--- src/rtl/mc16_pkg.sv ---
package mc16_pkg;
    localparam int XLEN = 16;
    localparam int NREG = 8;
    localparam int RIDX = $clog2(NREG);

    localparam logic [3:0] OP_BR  = 4'h0;
    localparam logic [3:0] OP_ADD = 4'h1;
    localparam logic [3:0] OP_ST  = 4'h3;
    localparam logic [3:0] OP_LEA = 4'hE;

    typedef enum logic [2:0] {
        S_FETCH,
        S_DECODE,
        S_EXEC,
        S_STORE,
        S_HALT
    } state_e;

    typedef struct packed {
        logic [3:0]      op;
        logic [RIDX-1:0] rd;
        logic [RIDX-1:0] rs;
        logic [XLEN-1:0] imm;
        logic [XLEN-1:0] off;
        logic [2:0]      mask;
        logic            legal;
    } dec_t;

    function automatic logic [XLEN-1:0] sext5(input logic [4:0] v);
        return {{(XLEN-5){v[4]}}, v};
    endfunction

    function automatic logic [XLEN-1:0] sext9(input logic [8:0] v);
        return {{(XLEN-9){v[8]}}, v};
    endfunction

    // flag order {N,Z,P}
    function automatic logic [2:0] nzp_of(input logic [XLEN-1:0] v);
        if (v[XLEN-1])   return 3'b100;
        else if (v == '0) return 3'b010;
        else              return 3'b001;
    endfunction

    function automatic dec_t decode(input logic [XLEN-1:0] w);
        dec_t d;
        d.op    = w[15:12];
        d.rd    = w[11:9];
        // a store reads its data register from the destination slot
        d.rs    = (w[15:12] == OP_ST) ? w[11:9] : w[8:6];
        d.imm   = sext5(w[4:0]);
        d.off   = sext9(w[8:0]);
        d.mask  = w[11:9];
        d.legal = ((w[15:12] == OP_ADD) && w[5]) ||
                  (w[15:12] == OP_ST) || (w[15:12] == OP_BR) ||
                  (w[15:12] == OP_LEA);
        return d;
    endfunction
endpackage

--- src/rtl/mc16_regfile.sv ---
module mc16_regfile
    import mc16_pkg::*;
#(
    parameter int W = XLEN,
    parameter int N = NREG,
    localparam int AW = $clog2(N)
) (
    input  logic           clk,
    input  logic           rst,
    input  logic           we,
    input  logic [AW-1:0]  waddr,
    input  logic [W-1:0]   wdata,
    input  logic [AW-1:0]  raddr,
    output logic [W-1:0]   rdata,
    output logic [N*W-1:0] flat
);
    logic [W-1:0] r_q [N];

    always_ff @(posedge clk) begin
        if (rst) begin
            for (int i = 0; i < N; i++) r_q[i] <= '0;
        end else if (we) begin
            r_q[waddr] <= wdata;
        end
    end

    assign rdata = r_q[raddr];

    for (genvar g = 0; g < N; g++) begin : g_flat
        assign flat[g*W +: W] = r_q[g];
    end
endmodule

--- src/rtl/mc16_exec.sv ---
module mc16_exec
    import mc16_pkg::*;
(
    input  logic [XLEN-1:0] pc,
    input  logic [XLEN-1:0] src,
    input  logic [XLEN-1:0] imm,
    input  logic [XLEN-1:0] off,
    input  logic [2:0]      mask,
    input  logic [2:0]      cc,
    output logic [XLEN-1:0] add_res,
    output logic [2:0]      add_cc,
    output logic [XLEN-1:0] ea,
    output logic            taken
);
    always_comb begin
        add_res = src + imm;
        add_cc  = nzp_of(add_res);
        ea      = pc + off;
        taken   = (&mask) | (|(mask & cc));
    end
endmodule

--- src/rtl/mc16_seq.sv ---
module mc16_seq
    import mc16_pkg::*;
(
    input  logic   clk,
    input  logic   rst,
    input  logic   legal,
    input  logic   is_store,
    output state_e state,
    output logic   done
);
    state_e nxt;

    always_comb begin
        nxt = state;
        case (state)
            S_FETCH:  nxt = S_DECODE;
            S_DECODE: nxt = S_EXEC;
            S_EXEC:   nxt = !legal ? S_HALT : (is_store ? S_STORE : S_FETCH);
            S_STORE:  nxt = S_FETCH;
            default:  nxt = S_HALT;
        endcase
    end

    always_ff @(posedge clk) begin
        if (rst) begin
            state <= S_FETCH;
            done  <= 1'b0;
        end else begin
            state <= nxt;
            done  <= ((state == S_EXEC) && legal && !is_store) || (state == S_STORE);
        end
    end
endmodule

--- src/rtl/mc16_core.sv ---
module mc16_core
    import mc16_pkg::*;
#(
    parameter logic [15:0] RESET_PC = 16'h1800
) (
    input  logic         clk,
    input  logic         rst,
    output logic [15:0]  mem_addr,
    output logic [15:0]  mem_wdata,
    output logic         mem_we,
    input  logic [15:0]  mem_rdata,
    output logic         done,
    output logic         halted,
    output logic [15:0]  pc_out,
    output logic [15:0]  mar_out,
    output logic [15:0]  ir_out,
    output logic [2:0]   cc_out,
    output logic [127:0] regs_out
);
    logic [XLEN-1:0] pc_q, mar_q, mdr_q, ir_q;
    logic [2:0]      cc_q;
    state_e          state;
    dec_t            dec;
    logic [XLEN-1:0] src, add_res, ea;
    logic [2:0]      add_cc;
    logic            taken, rf_we;

    assign dec = decode(ir_q);

    mc16_seq u_seq (
        .clk      (clk),
        .rst      (rst),
        .legal    (dec.legal),
        .is_store (dec.op == OP_ST),
        .state    (state),
        .done     (done)
    );

    assign rf_we = (state == S_EXEC) && dec.legal &&
                   ((dec.op == OP_ADD) || (dec.op == OP_LEA));

    mc16_regfile #(.W(XLEN), .N(NREG)) u_rf (
        .clk   (clk),
        .rst   (rst),
        .we    (rf_we),
        .waddr (dec.rd),
        .wdata ((dec.op == OP_ADD) ? add_res : ea),
        .raddr (dec.rs),
        .rdata (src),
        .flat  (regs_out)
    );

    mc16_exec u_exec (
        .pc      (pc_q),
        .src     (src),
        .imm     (dec.imm),
        .off     (dec.off),
        .mask    (dec.mask),
        .cc      (cc_q),
        .add_res (add_res),
        .add_cc  (add_cc),
        .ea      (ea),
        .taken   (taken)
    );

    always_ff @(posedge clk) begin
        if (rst) begin
            pc_q  <= RESET_PC;
            mar_q <= '0;
            mdr_q <= '0;
            ir_q  <= '0;
            cc_q  <= '0;
        end else begin
            case (state)
                S_FETCH: begin
                    mar_q <= pc_q;
                    pc_q  <= pc_q + 1'b1;
                end
                S_DECODE: ir_q <= mem_rdata;
                S_EXEC: begin
                    if (dec.legal) begin
                        case (dec.op)
                            OP_ADD: cc_q <= add_cc;
                            OP_ST: begin
                                mar_q <= ea;
                                mdr_q <= src;
                            end
                            OP_BR: if (taken) pc_q <= ea;
                            default: ;
                        endcase
                    end
                end
                default: ;
            endcase
        end
    end

    assign mem_addr  = (state == S_FETCH) ? pc_q : mar_q;
    assign mem_wdata = mdr_q;
    assign mem_we    = (state == S_STORE);
    assign halted    = (state == S_HALT);
    assign pc_out    = pc_q;
    assign mar_out   = mar_q;
    assign ir_out    = ir_q;
    assign cc_out    = cc_q;
endmodule

--- config.mk ---
export PLATFORM = sky130hd
export DESIGN_NAME = mc16_core
export DESIGN_NICKNAME = d
export VERILOG_FILES = /design/src/rtl/mc16_pkg.sv /design/src/rtl/mc16_regfile.sv /design/src/rtl/mc16_exec.sv /design/src/rtl/mc16_seq.sv /design/src/rtl/mc16_core.sv
export SDC_FILE = /design/constraint.sdc
export NUM_CORES = 1
export LEC_CHECK = 0
export BUFFER_PORTS_ARGS = -buffer_cell sky130_fd_sc_hd__buf_2
export CAP_MARGIN = 0
export CELL_PAD_IN_SITES_DETAIL_PLACEMENT = 0
export CELL_PAD_IN_SITES_GLOBAL_PLACEMENT = 2
export CORE_ASPECT_RATIO = 1.4
export CORE_MARGIN = 3
export CORE_UTILIZATION = 37
export CTS_CLUSTER_SIZE = 30
export DETAILED_ROUTE_END_ITERATION = 7
export GPL_TIMING_DRIVEN = 1
export HOLD_SLACK_MARGIN = 0.03
export PLACE_DENSITY = 0.91
export SYNTH_ARGS = -nofsm -noshare
export SYNTH_HDL_FRONTEND = slang
export SYNTH_SLANG_ARGS = --single-unit
--- constraint.sdc ---
create_clock -name clk -period 7.1 [get_ports clk]
set_input_delay 1.42 -clock clk [delete_from_list [all_inputs] [get_ports clk]]
set_output_delay 1.42 -clock clk [all_outputs]
set_load 0.01 [all_outputs]
==> run summary <==
Route
- 5 — Pre-Repair DR Iteration Count
- 0 — Post-DRT Antenna Nets
- 487 — initial detailed-routing violation count
- 31600 um — total wire length after detailed routing
- 5.32 — post-detailed-route via-to-cell ratio
- 0 — count of unresolved DRC violations after routing
- 8311 — number of vias after detailed routing
- 20.2 um — WL/cell

Critical path
- sky130_fd_sc_hd__mux2i_4 — slowest library cell on the worst path
- flip-flop — capturing element type of the critical path
- sky130_fd_sc_hd__a21oi_1 — CP most frequent cell
- 1 — Buf+Inv Stages, Crit Path
- nand4bb_1, mux2i_4, buf_4, mux4_2, mux2_2, ha_1, a21oi_1, o21ai_1, or3_1, o21ai_0, xor2_1, nand4b_1, nor4b_2, or3b_1, a21oi_1 — cells along the critical path
- simple AND/OR/NAND/NOR gates — Worst path top cell family by delay
- reg -> reg — worst setup path class
- 20 — largest fanout of any net on the critical path
- 0.84 ns — crit-path max cell delay
- flip-flop — CP Launch Type
- 6.11 ns — WP data arrival
- 7.47 ns — required time reported for the critical path endpoint

STA
- false — unrepaired setup endpoints after global routing
- 80.9% — Final period util
- 0 — Final Max Slew Viols
- 5.74 ns — post-layout minimum cycle time
- 0 — Final Hold Fails
- 0 — number of setup violations in the final report
- 0 ns — Final TNS setup
- 7.70% — Slew Limit Headroom
- 1.35 ns — Worst-Margin Slew
- 0.00936 ns — final worst clock skew
- 0.174 GHz — fmax

Synthesis
- 1028 — total nets after synthesis
- 199 — Seq cells post-synth
- sky130_fd_sc_hd__edfxtp_1 — Primary FF master, synth
- 10300 um2 — Cell Area, Synth
- 37.3% — top-area cell type share of the netlist area
- 977 — synthesized instance count
- sky130_fd_sc_hd__nor2_1, sky130_fd_sc_hd__edfxtp_1, sky130_fd_sc_hd__nand2_1 — most frequent cells after synthesis
- 0 — YS warnings
- sky130_fd_sc_hd__nor2_1 — most frequent cell after synthesis
- sky130_fd_sc_hd__edfxtp_1, sky130_fd_sc_hd__dfxtp_1, sky130_fd_sc_hd__nor2_1, sky130_fd_sc_hd__mux4_2, sky130_fd_sc_hd__ha_1 — cell types occupying the most area after synthesis
- 56 — post-synthesis cell type count
- 0% — fraction of registers with async set/reset
- 51.1% — sequential cell area fraction in the yosys report
- 10.5 um2 — post-synthesis average cell area
- 128 — number of enable flip-flop cells after synthesis
- sky130_fd_sc_hd__edfxtp_1 — biggest area consumer among synthesized cells

Clock tree
- done — CTS tree
- 2 — deepest clock path buffer count
- 4 — CTS HTree Levels
- 199 — sinks on the clock net
- 0.08 ns — CTS clock-pin slew for the worst setup and hold paths
- sky130_fd_sc_hd__clkbuf_16 — root buffer selected by CTS
- 0 — count of instances resized after the clock tree is built
- 0 — hold_buf cts
- 17 — clock buffer count from CTS
- 0.44 ns — insertion delay to the later sink of the worst-skew pair
- 0 — post-CTS setup buffer count

Run
- 0 — Max Cap Viol

Floorplanning
- 203 um — DIE HEIGHT
- 147 um — DIE WIDTH
- 71 — placement row count
- 38.0% — Initial Utilization
- 27100 um2 — placeable core region
- 232 — top-level port count
- 29900 um2 — Total Die Area

Finish
- 1235 — number of nets in the layout
- 28.5% — share of cells above drive strength 1
- 20.2% — P&R area growth vs syn
- 1562 — number of standard cells in the layout, taps in and fillers out
- 0 — number of antenna diodes

GRT
- 0 — initial antenna violation count
- 8158 — via count of the first global-routing pass
- 0 — Overflow after GRT
- 20.9% — Tot GR Track Use
- 48500 um — first-pass GRT wire length
- 70 — largest net degree at the start of global routing

Placed design
- 24200 um — final HPWL from detailed placement
- 231 — count of input and output buffers
- 1530 — cell count after placement
- 0.883 — final weighted congestion in routability-driven placement

Min path
- reg -> reg — worst min-delay path class

Power
- 180 uV — IR Drop Worst-Case VDD
- 5.20 nW — leakage dissipation
- 235 nW/um2 — total power per unit cell area

Status
- complete, no violations — status

## cell type report
| type | count | area [um2] |
|---|---|---|
| inverter | 19 | 71.3 |
| clock buffer | 18 | 429 |
| tap | 365 | 457 |
| clock inverter | 14 | 140 |
| timing repair buffer | 239 | 1220 |
| multi-input combinational | 708 | 4800 |
| fill | 2585 | 14700 |
| sequential | 199 | 5270 |
## power breakdown
part | internal, mW | switching (mW) | total (mW)
combinational | 0.226 | 0.376 | 0.602
sequential | 1.28 | 0.0626 | 1.34
clock | 0.495 | 0.472 | 0.967
total | 2.00 | 0.911 | 2.91
## worst min-delay path, stage by stage (launching register included)
cell and delay (ns):
sky130_fd_sc_hd__dfxtp_1 0.32, sky130_fd_sc_hd__nand2_1 0.05, sky130_fd_sc_hd__a21oi_1 0.05
## sequential cells by signal (all words and copies together) (netlist names)
signal	cells
u_seq.done	1
u_rf.r_q	128
pc_out	16
mar_out	16
u_seq.state	3
ir_out	16
cc_out	3
mem_wdata	16
## stage by stage
| step | setup slack, ns | total power [mW] | area (um2) | utilization, % | hold slack [ns] |
|---|---|---|---|---|---|
| floorplan | 2.31 | 1.76 | 10300 | - | 0.486 |
| global placement | 1.53 | 1.97 | 11800 | 43.6 | 0.457 |
| detailed placement | 1.35 | 1.97 | 11800 | 43.6 | 0.458 |
| CTS | 1.31 | 2.93 | 12400 | 45.7 | 0.470 |
| global route | 0.823 | 3.04 | 12400 | 45.7 | 0.497 |
| finish | 1.36 | 2.91 | 12400 | 45.7 | 0.466 |
## path summary, 6_finish.rpt
check / from / endpoint / slack (ns) / depth (start not counted)
worst min register to register: mar_out[7]$_SDFFE_PP0P_ / mar_out[7]$_SDFFE_PP0P_ / 0.47 / 2
worst max register to register: ir_out[12]$_SDFFE_PP0P_ / cc_out[1]$_SDFFE_PP0P_ / 1.36 / 15
worst min-delay path: mar_out[7]$_SDFFE_PP0P_ / mar_out[7]$_SDFFE_PP0P_ / 0.47 / 2
worst max-delay path: ir_out[12]$_SDFFE_PP0P_ / cc_out[1]$_SDFFE_PP0P_ / 1.36 / 15
## cell families after synthesis
logic type	synth area share (%)
AOI/OAI and AO/OA	10.4
xor gates and xnor gates	2.30
adders and majority gates	4.16
buffers and inverters	2.61
DFF	51.1
muxes	13.3
and+or+nand+nor	16.0
## routing by layer
layer	up-vias	routed length [um]	track usage, %
met1	4014	12700	25.8
met4	0	802	7.36
met5	-	0	0
li1	3972	-	-
met3	43	1650	3.16
met2	282	16400	37.2
## cell usage in the layout, fill, tap and decap left out, types with 9 or more instances in the layout
cell                        Yosys  layout
sky130_fd_sc_hd__and3_1         9       9
sky130_fd_sc_hd__o21ai_1       14      14
sky130_fd_sc_hd__buf_2          5     231
sky130_fd_sc_hd__nand3_1        9       9
sky130_fd_sc_hd__ha_1          31      31
sky130_fd_sc_hd__nor2_1       211     210
sky130_fd_sc_hd__nand2_1       83      83
sky130_fd_sc_hd__a211oi_1      14      14
sky130_fd_sc_hd__edfxtp_1     128     128
sky130_fd_sc_hd__clkbuf_16      0      17
sky130_fd_sc_hd__mux2i_1       33      32
sky130_fd_sc_hd__dfxtp_1       71      71
sky130_fd_sc_hd__inv_1         18      18
sky130_fd_sc_hd__xnor2_1       15      15
sky130_fd_sc_hd__xor2_1        12      12
sky130_fd_sc_hd__nor3_1        16      14
sky130_fd_sc_hd__mux2_2        30      30
sky130_fd_sc_hd__a21oi_1       75      75
sky130_fd_sc_hd__o21ai_0       21      21
sky130_fd_sc_hd__mux4_2        30      30
(Power assumes the default switching activity.)
